==> config.mk <==
export PLATFORM = sky130hd
export DESIGN_NAME = iodec_ready_top
export DESIGN_NICKNAME = d
export VERILOG_FILES = /design/src/rtl/iodec_pkg.sv /design/src/rtl/iodec_sync.sv /design/src/rtl/iodec_addr_match.sv /design/src/rtl/iodec_ready_fsm.sv /design/src/rtl/iodec_ready_top.sv
export SDC_FILE = /design/constraint.sdc
export NUM_CORES = 1
export LEC_CHECK = 0
export BUFFER_PORTS_ARGS = -buffer_cell sky130_fd_sc_hd__buf_2
export CORE_AREA = 2 2 54 56
export DETAILED_ROUTE_END_ITERATION = 10
export DIE_AREA = 0 0 56 58
export PLACE_DENSITY = 0.73
export SLEW_MARGIN = 20
export SYNTH_ARGS = -nofsm -noshare
export SYNTH_HDL_FRONTEND = slang
export SYNTH_SLANG_ARGS = --single-unit
export TNS_END_PERCENT = 5
==> constraint.sdc <==
create_clock -name clk -period 2.02 [get_ports clk]
set_input_delay 0.303 -clock clk [delete_from_list [all_inputs] [get_ports clk]]
set_output_delay 0.303 -clock clk [all_outputs]
set_load 0.02 [all_outputs]
==> src/rtl/iodec_pkg.sv <==
package iodec_pkg;
    typedef enum logic [1:0] {
        ST_IDLE  = 2'd0,
        ST_FIXED = 2'd1,
        ST_FIFO  = 2'd2,
        ST_DONE  = 2'd3
    } rdy_state_t;
endpackage

==> src/rtl/iodec_sync.sv <==
module iodec_sync #(
    parameter int             WIDTH   = 3,
    parameter logic [WIDTH-1:0] RST_VAL = '0
) (
    input  logic             clk,
    input  logic             rst_n,
    input  logic [WIDTH-1:0] async_i,
    output logic [WIDTH-1:0] sync_o
);
    genvar gi;
    generate
        for (gi = 0; gi < WIDTH; gi++) begin : g_bit
            logic meta_q;
            logic stab_q;
            always_ff @(posedge clk or negedge rst_n) begin
                if (!rst_n) begin
                    meta_q <= RST_VAL[gi];
                    stab_q <= RST_VAL[gi];
                end else begin
                    meta_q <= async_i[gi];
                    stab_q <= meta_q;
                end
            end
            assign sync_o[gi] = stab_q;
        end
    endgenerate
endmodule

==> src/rtl/iodec_addr_match.sv <==
module iodec_addr_match #(
    parameter int          ADDR_W   = 16,
    parameter int          BLK_W    = 4,
    parameter logic [BLK_W-1:0] DATA_OFS = 4'h8,
    localparam int         BASE_W   = ADDR_W - BLK_W
) (
    input  logic [ADDR_W-1:0] addr_i,
    input  logic              aen_i,
    input  logic [BASE_W-1:0] base_i,
    input  logic              bus16_i,
    output logic              hit_o,
    output logic              is_data_o,
    output logic              cs16_n_o
);
    localparam logic [BLK_W-1:0] LANE_MASK = {{(BLK_W-1){1'b1}}, 1'b0};

    always_comb begin
        hit_o     = !aen_i && (addr_i[ADDR_W-1:BLK_W] == base_i);
        is_data_o = ((addr_i[BLK_W-1:0] ^ DATA_OFS) & LANE_MASK) == '0;
        cs16_n_o  = !(hit_o && bus16_i);
    end
endmodule

==> src/rtl/iodec_ready_fsm.sv <==
module iodec_ready_fsm
    import iodec_pkg::*;
#(
    parameter int WAIT_CYCLES = 30,
    parameter int FILL_W      = 4,
    parameter int WORD_BYTES  = 2,
    parameter int WR_LIMIT    = 2,
    localparam int CNT_W      = (WAIT_CYCLES > 1) ? $clog2(WAIT_CYCLES) : 1
) (
    input  logic              clk,
    input  logic              rst_n,
    input  logic              rd_s_i,
    input  logic              wr_s_i,
    input  logic              aen_s_i,
    input  logic              hit_i,
    input  logic              is_data_i,
    input  logic              nowait_i,
    input  logic [FILL_W-1:0] rd_fill_i,
    input  logic [FILL_W-1:0] wr_fill_i,
    output logic              rdy_pull_o
);
    localparam logic [CNT_W-1:0]  CNT_LOAD = CNT_W'(WAIT_CYCLES - 1);
    localparam logic [FILL_W-1:0] RD_MIN   = FILL_W'(WORD_BYTES);
    localparam logic [FILL_W-1:0] WR_MAX   = FILL_W'(WR_LIMIT);

    rdy_state_t       state_q, state_d;
    logic [CNT_W-1:0] cnt_q, cnt_d;
    logic             dir_rd_q, dir_rd_d;
    logic             rd_prev_q, wr_prev_q;
    logic             rd_rise, wr_rise, start, strobe_on;
    logic             rd_short, wr_full, need_now, need_held;

    always_comb begin
        rd_rise   = rd_s_i && !rd_prev_q;
        wr_rise   = wr_s_i && !wr_prev_q;
        strobe_on = rd_s_i || wr_s_i;
        start     = (rd_rise || wr_rise) && !aen_s_i && hit_i;
        rd_short  = rd_fill_i < RD_MIN;
        wr_full   = wr_fill_i > WR_MAX;
        need_now  = rd_rise ? rd_short : wr_full;
        need_held = dir_rd_q ? rd_short : wr_full;
    end

    always_comb begin
        state_d  = state_q;
        cnt_d    = cnt_q;
        dir_rd_d = dir_rd_q;
        unique case (state_q)
            ST_IDLE: begin
                if (start) begin
                    dir_rd_d = rd_rise;
                    if (!nowait_i) begin
                        state_d = ST_FIXED;
                        cnt_d   = CNT_LOAD;
                    end else if (is_data_i && need_now) begin
                        state_d = ST_FIFO;
                    end else begin
                        state_d = ST_DONE;
                    end
                end
            end
            ST_FIXED: begin
                if (cnt_q == '0) state_d = ST_DONE;
                else             cnt_d   = cnt_q - 1'b1;
            end
            ST_FIFO: begin
                if (!strobe_on)      state_d = ST_IDLE;
                else if (!need_held) state_d = ST_DONE;
            end
            ST_DONE: begin
                if (!strobe_on) state_d = ST_IDLE;
            end
            default: state_d = ST_IDLE;
        endcase
    end

    always_ff @(posedge clk or negedge rst_n) begin
        if (!rst_n) begin
            state_q   <= ST_IDLE;
            cnt_q     <= '0;
            dir_rd_q  <= 1'b0;
            rd_prev_q <= 1'b0;
            wr_prev_q <= 1'b0;
        end else begin
            state_q   <= state_d;
            cnt_q     <= cnt_d;
            dir_rd_q  <= dir_rd_d;
            rd_prev_q <= rd_s_i;
            wr_prev_q <= wr_s_i;
        end
    end

    always_comb begin
        unique case (state_q)
            ST_FIXED, ST_FIFO: rdy_pull_o = 1'b1;
            default:           rdy_pull_o = 1'b0;
        endcase
    end

    assert_no_start_without_strobe_R3: assert property (@(posedge clk) disable iff (!rst_n)
        (state_q == ST_IDLE && !rd_s_i && !wr_s_i) |=> !rdy_pull_o);

    assert_fixed_count_bounded_R5: assert property (@(posedge clk) disable iff (!rst_n)
        (state_q == ST_FIXED) |-> (cnt_q <= CNT_LOAD));

    assert_fifo_read_release_R6: assert property (@(posedge clk) disable iff (!rst_n)
        (state_q == ST_FIFO && dir_rd_q && strobe_on && rd_fill_i >= RD_MIN) |=> !rdy_pull_o);

    assert_fifo_write_release_R7: assert property (@(posedge clk) disable iff (!rst_n)
        (state_q == ST_FIFO && !dir_rd_q && strobe_on && wr_fill_i <= WR_MAX) |=> !rdy_pull_o);

    assert_single_wait_per_strobe_R9: assert property (@(posedge clk) disable iff (!rst_n)
        (state_q == ST_DONE && strobe_on) |=> (state_q == ST_DONE && !rdy_pull_o));

    assert_aen_blocks_cycle_R10: assert property (@(posedge clk) disable iff (!rst_n)
        (state_q == ST_IDLE && aen_s_i) |=> !rdy_pull_o);

    assert_reset_released_R11: assert property (@(posedge clk)
        $rose(rst_n) |-> !rdy_pull_o);
endmodule

==> src/rtl/iodec_ready_top.sv <==
module iodec_ready_top #(
    parameter int WAIT_CYCLES = 30,
    parameter int FILL_W      = 4
) (
    input  logic              clk,
    input  logic              rst_n,
    input  logic [15:0]       addr_i,
    input  logic              aen_i,
    input  logic              ior_n_i,
    input  logic              iow_n_i,
    input  logic              bus16_i,
    input  logic [11:0]       io_base_i,
    input  logic              nowait_i,
    input  logic [FILL_W-1:0] rd_fill_i,
    input  logic [FILL_W-1:0] wr_fill_i,
    output logic              cs16_n_o,
    output logic              rdy_pull_o
);
    localparam int ADDR_W = 16;
    localparam int BLK_W  = 4;

    logic [2:0] raw_ctl, sync_ctl;
    logic       hit, is_data;

    assign raw_ctl = {aen_i, !ior_n_i, !iow_n_i};

    iodec_sync #(.WIDTH(3), .RST_VAL(3'b100)) u_sync (
        .clk     (clk),
        .rst_n   (rst_n),
        .async_i (raw_ctl),
        .sync_o  (sync_ctl)
    );

    iodec_addr_match #(.ADDR_W(ADDR_W), .BLK_W(BLK_W), .DATA_OFS(4'h8)) u_match (
        .addr_i    (addr_i),
        .aen_i     (aen_i),
        .base_i    (io_base_i),
        .bus16_i   (bus16_i),
        .hit_o     (hit),
        .is_data_o (is_data),
        .cs16_n_o  (cs16_n_o)
    );

    iodec_ready_fsm #(.WAIT_CYCLES(WAIT_CYCLES), .FILL_W(FILL_W)) u_fsm (
        .clk        (clk),
        .rst_n      (rst_n),
        .rd_s_i     (sync_ctl[1]),
        .wr_s_i     (sync_ctl[0]),
        .aen_s_i    (sync_ctl[2]),
        .hit_i      (hit),
        .is_data_i  (is_data),
        .nowait_i   (nowait_i),
        .rd_fill_i  (rd_fill_i),
        .wr_fill_i  (wr_fill_i),
        .rdy_pull_o (rdy_pull_o)
    );

    always_comb begin
        if (rst_n) begin
            assert_cs16_needs_bus16_R2: assert (bus16_i || cs16_n_o);
            assert_cs16_blocked_by_aen_R1: assert (!aen_i || cs16_n_o);
        end
    end
endmodule

Yosys cells after proc, flatten, opt, wreduce, memory -nomap -nowiden
Cells that the tools add are included.
{"block": "word_totals", "ramBits": 0, "memories": 0, "regBits": 16, "rom_bits": 0, "inputBits": 43, "latchBits": 0, "word_cells": 64}
{"block": "classes", "n_mux": 15, "mul": 0, "shift": 0, "n_addsub": 1, "n_bitwise": 1, "div": 0, "n_eq_ne": 10, "reduce_logical": 24, "order_cmp": 2}
{"operator": "$mux 5", "n": 3}
{"operator": "$eq 12x12->1", "n": 1}
{"operator": "$mux 2", "n": 6}
{"operator": "$pmux 5 s2", "n": 1}
{"operator": "$pmux 2 s4", "n": 1}
{"operator": "$reduce_and 4->1", "n": 2}
{"operator": "$logic_and 1x1->1", "n": 7}
{"operator": "$logic_not 1->1", "n": 7}
{"operator": "$ne 2x2->1 const B", "n": 3}
{"operator": "$logic_not 5->1", "n": 1}
{"operator": "$sub 5x1->5 const B", "n": 1}
{"operator": "$eq 2x2->1 const B", "n": 2}
{"operator": "$gt 4x2->1 const B", "n": 1}
{"operator": "$logic_not 4->1", "n": 1}
{"operator": "$lt 4x2->1 const B", "n": 1}
{"operator": "$mux 1", "n": 4}
{"operator": "$ne 2x1->1 const B", "n": 2}
{"operator": "$ne 3x3->1 const B", "n": 1}
{"operator": "$eq 2x1->1 const B", "n": 1}
{"operator": "$logic_not 2->1", "n": 1}
{"operator": "$logic_or 1x1->1", "n": 2}
{"operator": "$reduce_and 2->1", "n": 1}
{"operator": "$reduce_bool 2->1", "n": 1}
{"operator": "$reduce_or 2->1", "n": 1}
{"operator": "$not 1->1", "n": 1}

Depth between registers and ports, before layout
Gate-level depths: netlist (run 1).
{"block": "logic_depth", "depth_word": 8, "depth_mapped": 7}

Cells and area by module
From an unflattened synthesis (run 1), not the netlist that was laid out.
{"block": "unflattened", "cells_unflattened": 98, "hier_area_um2": 1031.0}
{"module": "iodec_ready_fsm", "seq_area_each_um2": 250.2, "cells_each": 67, "instances": 1, "area_each_um2": 679.4}
{"module": "iodec_sync", "seq_area_each_um2": 152.6, "cells_each": 9, "instances": 1, "area_each_um2": 175.2}
{"module": "iodec_addr_match", "seq_area_each_um2": 0.0, "cells_each": 20, "instances": 1, "area_each_um2": 168.9}
{"module": "iodec_ready_top", "seq_area_each_um2": 0.0, "cells_each": 2, "instances": 1, "area_each_um2": 7.5}

Least setup slack after synthesis (run 1)
OpenSTA, ideal clock, no wires.
{"block": "synth_path", "path_type": "input port to flip-flop", "from": "input port io_base_i[10]", "to": "register u_fsm.cnt_q[1]", "path_stages": 5, "setup_ps": 124, "arrival_ps": 1857, "setup_slack_ps": 39, "path_cell_list": "xor2_1 > or3_1 > or4_4 > and2_4 > a211o_1"}
{"block": "synth_between", "elab_chain_len": 5}
{"item": "start: declaration", "line": "iodec_ready_top.sv:12", "rtl": "input logic [11:0] io_base_i,"}
{"item": "$eq 12x12->1", "line": "iodec_addr_match.sv:18", "rtl": "hit_o = !aen_i && (addr_i[ADDR_W-1:BLK_W] == base_i);"}
{"item": "$logic_and 1x1->1", "line": "iodec_addr_match.sv:18"}
{"item": "$logic_and 1x1->1", "line": "iodec_ready_fsm.sv:37", "rtl": "start = (rd_rise || wr_rise) && !aen_s_i && hit_i;"}
{"item": "$ne 2x1->1 (no line)"}
{"item": "$reduce_and 4->1 (no line)"}
{"item": "end signal: assignment", "line": "iodec_ready_fsm.sv:86", "rtl": "cnt_q <= cnt_d;"}
{"item": "end: declaration", "line": "iodec_ready_fsm.sv:27", "rtl": "logic [CNT_W-1:0] cnt_q, cnt_d;"}
No other way between the ends.
A chain may end at the register's enable or synchronous reset.

Worst setup path after layout (run 1)
{"block": "layout_path", "from": "input port io_base_i[10]", "to": "output port cs16_n_o"}
{"block": "layout_between", "elab_chain_len": 4}
{"item": "$eq 12x12->1", "line": "iodec_addr_match.sv:18"}
{"item": "$logic_and 1x1->1", "line": "iodec_addr_match.sv:18"}
{"item": "$logic_and 1x1->1", "line": "iodec_addr_match.sv:20", "rtl": "cs16_n_o = !(hit_o && bus16_i);"}
{"item": "$logic_not 1->1", "line": "iodec_addr_match.sv:20"}
{"item": "end: declaration", "line": "iodec_ready_top.sv:16", "rtl": "output logic cs16_n_o,"}
No other way between the ends.

==> impl_metrics.json, run 1 <==
{
  "viasPerCell": 5.35,
  "setup_viol": 0,
  "grt_max_degree": 17,
  "drv_slew": 0,
  "dpl_cell_area_um2": 1360,
  "antenna_found_initial": 0,
  "worstPathArrival_ns": 1.59,
  "finalInstanceArea_um2": 1420,
  "post-route-period-util_pct": 93.7,
  "r2r_cells": 7,
  "first_pass_iters": 4,
  "min_from": "aen_i",
  "vias": 1016,
  "vdd_drop_max_mv": 0.681,
  "drv_cap": 0,
  "yosys_warnings": 0,
  "clock-sinks": 16,
  "period_needed_ns": 1.89,
  "synth_edf_count": 0,
  "wl_um": 2520,
  "htreeDepth": 1,
  "required_ns": 1.72,
  "rows": 19,
  "cts.path.max_buffers": 2,
  "netlist_area_um2": 1090,
  "setup_slack_ns": 0.128,
  "r2r_slack_ns": 0.15,
  "grt_overflow_total": 0,
  "clk_latency_ns": 0.29,
  "syn-instance-count": 110,
  "drive_above_1_share_pct": 40.3,
  "wl_per_cell_um": 13.3,
  "detail-route-antenna-nets": 0,
  "max_slew.worst_pin.slew_ns": 0.366,
  "synth_top_area_share_pct": 32.1,
  "worstSetupEndpointType": "primary output",
  "syn_nets": 160,
  "r2r_end": "u_fsm.state_q[1]$_DFFE_PN0P_",
  "start_kind": "primary input",
  "rsz0062_at_grt": "false",
  "nets": 210,
  "die-height_um": 58,
  "synth_top_cell_by_area": "dfrtp_1",
  "leakagePower_uw": 0.000652,
  "synthDistinctLibCells": 36,
  "post-route-drc-count": 0,
  "track_usage_pct": 17.2,
  "grt_pass1_wl_um": 4390,
  "synth_area_per_cell_um2": 9.92,
  "clockRootBuffer": "clkbuf_4",
  "layout.cells.non_filler": 190,
  "finalPower_uw": 1400,
  "maxSlewHeadroom_pct": 74.9,
  "holdPathEnd": "u_sync.g_bit[2].meta_q$_DFF_PN1_",
  "grt_pass1_vias": 1110,
  "async_reset_ff_share_pct": 100,
  "r2r-start": "u_fsm.cnt_q[1]$_DFFE_PN0P_",
  "clock_skew_ns": 0.00548,
  "core-area_um2": 2660,
  "ys_seq_elements": 16,
  "gp_congestion": 0.842,
  "dieWidth_um": 56,
  "diodes": 0,
  "dp_cells": 185,
  "clk_pin_slew_ns": 0.09,
  "post-route-util_pct": 53.2,
  "pre_cts_slack_ns": -0.153,
  "critPathKind": "primary input to primary output",
  "cts_tree": "yes",
  "drtIter0Drc": 20,
  "hold_viol": 0,
  "holdPathStages": 1,
  "synthTopCellsByArea": "dfrtp_1 (32%), ha_1 (8.0%), xnor2_1 (6.4%)",
  "area_growth_pct": 29.8,
  "dieArea_um2": 3250,
  "crit_fanout": 2,
  "hpwl_um": 2090,
  "hp-class": "primary input to flip-flop",
  "cts_buffers": 3,
  "initial_utilization_pct": 41.0,
  "status": "complete, no violations",
  "synth_flop_cell": "dfrtp_1",
  "ios": 45,
  "portBuffers": 42,
  "pwr_density_cell_nw_per_um2": 988,
  "yosysSeqAreaShare_pct": 36.9,
  "max_freq_ghz": 0.529
}
[layout make-up]
type / instances / area, µm²
Multi-Input combinational cell: 81 / 647
Clock buffer: 4 / 36.3
Fill cell: 249 / 1250
Tap cell: 31 / 38.8
Sequential cell: 16 / 403
Timing Repair Buffer: 47 / 250
Inverter: 11 / 41.3
[layer usage]
layer / track usage, % / routed length [µm] / up-vias
li1: - / - / 506
met1: 17.1 / 1000 / 486
met2: 32.1 / 1410 / 18
met3: 3.57 / 57 / 6
met4: 11.9 / 51 / 0
met5: 0 / 0 / -
[worst max-delay path by stage]
stage | start | end | slack [ns] | cells after the start
detailed placement | io_base_i[10] | u_fsm.cnt_q[1]$_DFFE_PN0P_ | -0.15 | 6
CTS | u_sync.g_bit[1].stab_q$_DFF_PN0_ | u_fsm.cnt_q[1]$_DFFE_PN0P_ | 0.002 | 5
floorplan | io_base_i[10] | u_fsm.cnt_q[1]$_DFFE_PN0P_ | 0.04 | 5
finish | io_base_i[10] | cs16_n_o | 0.13 | 7
global placement | io_base_i[10] | u_fsm.cnt_q[1]$_DFFE_PN0P_ | -0.12 | 6
global route | u_fsm.cnt_q[1]$_DFFE_PN0P_ | u_fsm.state_q[1]$_DFFE_PN0P_ | 0.04 | 7
[placed cells by master, fill, tap and decap left out, types with 3 or more instances in the layout]
| master | n |
|---|---|
| buf_4 | 4 |
| clkbuf_4 | 3 |
| xnor2_1 | 8 |
| or3_1 | 3 |
| nor2_1 | 4 |
| nor3_1 | 6 |
| o221a_2 | 3 |
| nand3_1 | 5 |
| dfrtp_1 | 14 |
| inv_1 | 11 |
| nand4_1 | 3 |
| mux2_2 | 3 |
| xor2_1 | 4 |
| ha_1 | 7 |
| buf_2 | 42 |
| nand2_1 | 3 |
| a21oi_1 | 7 |
[flip-flops by register name, summed over array words and instances (netlist names)]
name                 cells
u_sync.g_bit.stab_q      3
u_fsm.cnt_q              5
u_fsm.dir_rd_q           1
u_sync.g_bit.meta_q      3
u_fsm.rd_prev_q          1
u_fsm.state_q            2
u_fsm.wr_prev_q          1
[Yosys cell counts (2+ instances only)]
cell,instances
a31oi_1,2
nand4_1,3
nand3_1,5
a2111oi_0,2
or3_1,3
o221a_2,3
nor2_1,4
mux2_2,3
dfrtp_1,14
nor2b_1,2
o31ai_1,2
xor2_1,4
dfstp_2,2
o21ai_0,2
nand2_1,3
o2111ai_1,2
nor3_1,6
inv_1,11
ha_1,7
a21oi_1,7
xnor2_1,8
[critical path, cell delays in order]
cell and delay, ns:
buf_2 0.11, xor2_1 0.16, nand2b_1 0.15, nor3_1 0.18
nand4_1 0.10, or4_1 0.41, buf_2 0.18
[stage by stage]
| step | TNS [ns] | hold WS, ns |
|---|---|---|
| floorplan | 0 | 0.00741 |
| global placement | -0.398 | 0.234 |
| detailed placement | -0.637 | 0.240 |
| CTS | 0 | 0.111 |
| global route | 0 | 0.112 |
| finish | 0 | 0.122 |
[cell families after synthesis]
family / share of synthesized area [%]
AOI/OAI and AO/OA: 18.6
muxes: 3.10
DFF: 36.9
adders and majority gates: 8.03
xor gates and xnor gates: 9.63
buffers and inverters: 4.47
and+or+nand+nor: 19.3
[where the power goes]
group / internal, µW / switching (µW)
clock network: 110 / 101
registers: 386 / 66.8
logic: 359 / 377
total: 854 / 545
[what timing repair did]
action	in CTS	in global routing
buffers inserted	0	0
hold buffers	1	0
setup endpoints to repair	0	7
gates resized for setup	0	2
hold endpoints to repair	14	0
(Power assumes the default switching activity.)
==> inputs of run 2 (changes only) <==
--- a/config.mk
+++ b/config.mk
@@ -7,8 +7,8 @@
 export LEC_CHECK = 0
 export BUFFER_PORTS_ARGS = -buffer_cell sky130_fd_sc_hd__buf_2
-export CORE_AREA = 2 2 54 56
+export CORE_AREA = 2 2 69 45
 export DETAILED_ROUTE_END_ITERATION = 10
-export DIE_AREA = 0 0 56 58
-export PLACE_DENSITY = 0.73
+export DIE_AREA = 0 0 71 47
+export PLACE_DENSITY = 0.72
 export SLEW_MARGIN = 20
 export SYNTH_ARGS = -nofsm -noshare
==> constraint.sdc (replaced) <==
create_clock -name clk -period 2.02 [get_ports clk]
set_input_delay 0 -clock clk [delete_from_list [all_inputs] [get_ports clk]]
set_output_delay 0 -clock clk [all_outputs]
set_load 0.02 [all_outputs]
==> impl_metrics.json, run 2 (same netlist as run 1, synthesis figures left out) <==
{
  "setup_viol": 0,
  "portBuffers": 42,
  "grt_pass1_wl_um": 4220,
  "max_freq_ghz": 0.514,
  "clock_skew_ns": 0.0132,
  "post-route-drc-count": 0,
  "path_buf_inv": 0,
  "num-fill-cells": 241,
  "required_ns": 2.15,
  "dieArea_um2": 3340,
  "viasPerCell": 5.26,
  "finalPower_uw": 1460,
  "largest_reg_flops": 5,
  "first_pass_iters": 4,
  "leakagePower_uw": 0.000656,
  "hold_viol": 0,
  "antenna_found_initial": 0,
  "cp_slowest_cell": "or4_4",
  "min_from": "addr_i[3]",
  "clk_latency_ns": 0.26,
  "drv_slew": 0,
  "maxSlewHeadroom_pct": 73.1,
  "mostFrequentLayoutCells": "buf_2 (42), dfrtp_1 (14), inv_1 (11)",
  "rows": 15,
  "post-route-period-util_pct": 96.3,
  "drive_above_1_share_pct": 37.9,
  "start_kind": "flip-flop",
  "grt_max_degree": 17,
  "initial_utilization_pct": 40.1,
  "critPathKind": "flip-flop to flip-flop",
  "tns_ns": 0,
  "hpwl_um": 2110,
  "status": "complete, no violations",
  "post_cts_buffers": 0,
  "rsz0062_at_grt": "false",
  "track_usage_pct": 17.1,
  "vdd_drop_max_mv": 0.400,
  "period_needed_ns": 1.95,
  "pwr_density_cell_nw_per_um2": 1010,
  "crit_start": "u_sync.g_bit[1].stab_q$_DFF_PN0_",
  "wl_um": 2560,
  "grt_pass1_vias": 973,
  "max_slew.worst_pin.slew_ns": 0.393,
  "crit_fanout": 5,
  "ios": 45,
  "final_common_cell": "buf_2",
  "crit_chain": "nor2b_1 -> o2111ai_1 -> or4_4 -> and2_4 -> a211o_1",
  "nets": 212,
  "grt_overflow_total": 0,
  "drtIter0Drc": 50,
  "worstSetupEndpointType": "flip-flop",
  "path_delay_family": "simple AND/OR/NAND/NOR gates",
  "detail-route-antenna-nets": 0,
  "wl_per_cell_um": 13.1,
  "r2r-start": "u_sync.g_bit[1].stab_q$_DFF_PN0_",
  "cts_buffers": 3,
  "clk_pin_slew_ns": 0.07,
  "dpl_cell_area_um2": 1360,
  "top_regs": "u_fsm.cnt_q x5, u_sync.g_bit.meta_q x3, u_sync.g_bit.stab_q x3",
  "htreeDepth": 1,
  "drv_cap": 0,
  "cts.path.max_buffers": 2,
  "vias": 1026,
  "dieWidth_um": 71,
  "clock-sinks": 16,
  "gp_congestion": 0.857,
  "slowest_delay_ns": 0.48,
  "cts_tree": "yes",
  "finalInstanceArea_um2": 1440,
  "area_growth_pct": 32.3,
  "clockRootBuffer": "clkbuf_8",
  "diodes": 0,
  "die-height_um": 47,
  "worstPathArrival_ns": 2.07,
  "top_register": "u_fsm.cnt_q",
  "core-area_um2": 2720,
  "hp-class": "primary input to flip-flop"
}
[run 2: metrics by stage]
stage	setup WS, ns	util [%]	hold slack [ns]	cells
finish	0.0748	53.1	0.129	195
global route	0.00245	53.1	0.146	195
CTS	0.0729	53.1	0.125	195
detailed placement	0.0916	49.9	-0.0630	187
global placement	0.125	49.9	-0.0664	187
floorplan	0.100	-	-0.296	110
[run 2: report_power, final]
part | switching, µW | leakage [µW] | total [µW] | internal (µW)
clock network | 111 | 0.0000228 | 251 | 140
logic | 384 | 0.000454 | 748 | 364
registers | 69.0 | 0.000180 | 456 | 387
total | 565 | 0.000656 | 1460 | 890
[run 2: final timing paths]
kind,end,slack [ns],cells past startpoint
max reg2reg,u_fsm.cnt_q[1]$_DFFE_PN0P_,0.07,5
min,u_fsm.state_q[0]$_DFFE_PN0P_,0.13,3
min in group asynchronous,u_fsm.state_q[1]$_DFFE_PN0P_,0.19,2
max,u_fsm.cnt_q[1]$_DFFE_PN0P_,0.07,5
min reg2reg,u_sync.g_bit[0].stab_q$_DFF_PN0_,0.35,0
max in group asynchronous,u_sync.g_bit[2].meta_q$_DFF_PN1_,1.51,2
[run 2: timing repair]
item | in CTS | in global routing
hold endpoints to repair | 19 | 0
resized for setup | 0 | 0
hold buffers | 4 | 0
[run 2: final cells by class]
type	instances	area, µm²	share of cell area, %
multi-input cells	81	639	44.3
flip-flops and latches	16	403	27.9
well taps	34	42.5	2.95
inverters	11	41.3	2.86
repair buffers	49	273	18.9
clock buffers	4	45.0	3.12
[run 2: worst reg2reg max path: cells and delay by family (launching register included)]
family | cells | cell delay, ns
simple gates | 3 | 1.00
flops | 1 | 0.38
compound gates | 2 | 0.46
[run 2: layer usage]
| layer | vias up | wire length (µm) | track usage (%) |
|---|---|---|---|
| met3 | 6 | 117 | 3.22 |
| met4 | 0 | 38 | 7.92 |
| met1 | 489 | 1120 | 19.5 |
| met5 | - | 0 | 0 |
| li1 | 501 | - | - |
| met2 | 30 | 1280 | 32.5 |
==> inputs of run 3 (changes only) <==
Settings changed: CORE_AREA 2 2 69 45 to 4 4 71 47, DIE_AREA 0 0 71 47 to 0 0 75 51.
==> impl_metrics.json, run 3 (same netlist as run 1, synthesis figures left out) <==
{
  "clockRootBuffer": "clkbuf_8",
  "detail-route-antenna-nets": 0,
  "clock-sinks": 16,
  "status": "complete, no violations",
  "holdPathEnd": "u_fsm.state_q[0]$_DFFE_PN0P_",
  "vdd_drop_max_mv": 0.366,
  "ios": 45,
  "post-route-util_pct": 53.5,
  "rsz0062_at_grt": "false",
  "required_ns": 2.15,
  "leakagePower_uw": 0.000663,
  "core-area_um2": 2720,
  "drtIter0Drc": 39,
  "worstPathArrival_ns": 2.01,
  "holdPathStages": 3,
  "area_growth_pct": 33.5,
  "r2r-start": "u_sync.g_bit[1].stab_q$_DFF_PN0_",
  "crit_chain": "nor2b_2 -> o2111ai_1 -> or4_4 -> and2_4 -> a211o_1",
  "rows": 15,
  "grt_pass1_wl_um": 4170,
  "worstSetupEndpointType": "flip-flop",
  "critPathKind": "flip-flop to flip-flop",
  "first_pass_iters": 4,
  "cts_tree": "yes",
  "max_slew.worst_pin.slew_ns": 0.435,
  "final_common_cell": "buf_2",
  "dieWidth_um": 75,
  "nets": 212,
  "pwr_density_cell_nw_per_um2": 1010,
  "vias": 1021,
  "post_cts_buffers": 0,
  "clock_skew_ns": 0.00672,
  "tns_ns": 0,
  "grt_max_degree": 17,
  "maxSlewHeadroom_pct": 70.7,
  "cts.path.max_buffers": 2,
  "max_freq_ghz": 0.534,
  "hp-class": "primary input to flip-flop",
  "start_kind": "flip-flop",
  "hold_viol": 0,
  "layout.cells.non_filler": 195,
  "r2r_end": "u_fsm.cnt_q[1]$_DFFE_PN0P_",
  "track_usage_pct": 14.4,
  "diodes": 0,
  "r2r_cells": 5,
  "period_needed_ns": 1.87,
  "r2r_slack_ns": 0.15,
  "clk_latency_ns": 0.25,
  "multi_input_area_um2": 642,
  "regArea_um2": 403,
  "drv_cap": 0,
  "wl_per_cell_um": 12.7,
  "top_register": "u_fsm.cnt_q",
  "post-route-drc-count": 0,
  "mostFrequentLayoutCells": "buf_2 (42), dfrtp_1 (14), inv_1 (11)",
  "largest_reg_flops": 5,
  "cp_slowest_cell": "or4_4",
  "cts_buffers": 3,
  "gp_congestion": 0.866,
  "portBuffers": 42,
  "clk_pin_slew_ns": 0.06,
  "crit_fanout": 5,
  "wl_um": 2480,
  "antenna_found_initial": 0,
  "dieArea_um2": 3830,
  "setup_viol": 0,
  "slowest_delay_ns": 0.48,
  "top_regs": "u_fsm.cnt_q x5, u_sync.g_bit.meta_q x3, u_sync.g_bit.stab_q x3",
  "min_from": "addr_i[3]",
  "num-fill-cells": 237,
  "timing.hold.ws_ns": 0.134,
  "initial_utilization_pct": 40.1,
  "dp_cells": 187,
  "grt_overflow_total": 0,
  "drv_slew": 0,
  "drive_above_1_share_pct": 39.1,
  "die-height_um": 51,
  "viasPerCell": 5.24,
  "post-route-period-util_pct": 92.8,
  "hpwl_um": 2100,
  "htreeDepth": 1,
  "grt_pass1_vias": 990
}
==> run 3: cell type report <==
| type | instances | share of cell area, % |
|---|---|---|
| multi-input cells | 81 | 44.1 |
| repair buffers | 49 | 18.7 |
| inverters | 11 | 2.84 |
| flip-flops and latches | 16 | 27.7 |
| well taps | 34 | 2.92 |
| clock buffers | 4 | 3.78 |
==> run 3: per-layer routing <==
| layer | vias to the layer above | wire [µm] | track usage [%] |
|---|---|---|---|
| li1 | 506 | - | - |
| met4 | 0 | 33 | 4.73 |
| met5 | - | 0 | 0 |
| met3 | 8 | 185 | 2.95 |
| met1 | 466 | 1030 | 17.6 |
| met2 | 41 | 1230 | 25.0 |
==> run 3: worst max-delay path by stage <==
stage                                           startpoint                      endpoint  cells after the start
final                     u_sync.g_bit[1].stab_q$_DFF_PN0_    u_fsm.cnt_q[1]$_DFFE_PN0P_                      5
after global routing      u_sync.g_bit[1].stab_q$_DFF_PN0_    u_fsm.cnt_q[1]$_DFFE_PN0P_                      5
after CTS                 u_sync.g_bit[1].stab_q$_DFF_PN0_    u_fsm.cnt_q[1]$_DFFE_PN0P_                      5
after floorplan                 u_fsm.cnt_q[0]$_DFFE_PN0P_  u_fsm.state_q[0]$_DFFE_PN0P_                      7
after global placement    u_sync.g_bit[1].stab_q$_DFF_PN0_    u_fsm.cnt_q[1]$_DFFE_PN0P_                      5
after detailed placement  u_sync.g_bit[1].stab_q$_DFF_PN0_    u_fsm.cnt_q[1]$_DFFE_PN0P_                      5
==> run 3: stage by stage <==
step / instance area, µm² / setup WS [ns] / total power [µW]
6_report: 1460 / 0.146 / 1480
4_1_cts: 1450 / 0.0436 / 1490
3_5_place_dp: 1360 / 0.0498 / 1190
3_3_place_gp: 1360 / 0.124 / 1170
2_1_floorplan: 1090 / 0.100 / 990
5_1_grt: 1460 / 0.0509 / 1600
==> run 3: report_power, final <==
group / switching (µW) / internal [µW]
sequential: 67.9 / 387
clock: 107 / 173
combinational: 379 / 364
==> run 3: what timing repair did <==
action / in CTS / in global routing
hold buffers: 4 / 0
setup endpoints to repair: 0 / 7
hold endpoints to repair: 19 / 0
gates resized for setup: 0 / 1
==> run 3: critical path, delay by kind of cell, from the launching register on <==
| kind | cells | cell delay, ns |
|---|---|---|
| compound gates | 2 | 0.43 |
| simple gates | 3 | 0.95 |
| flops | 1 | 0.38 |
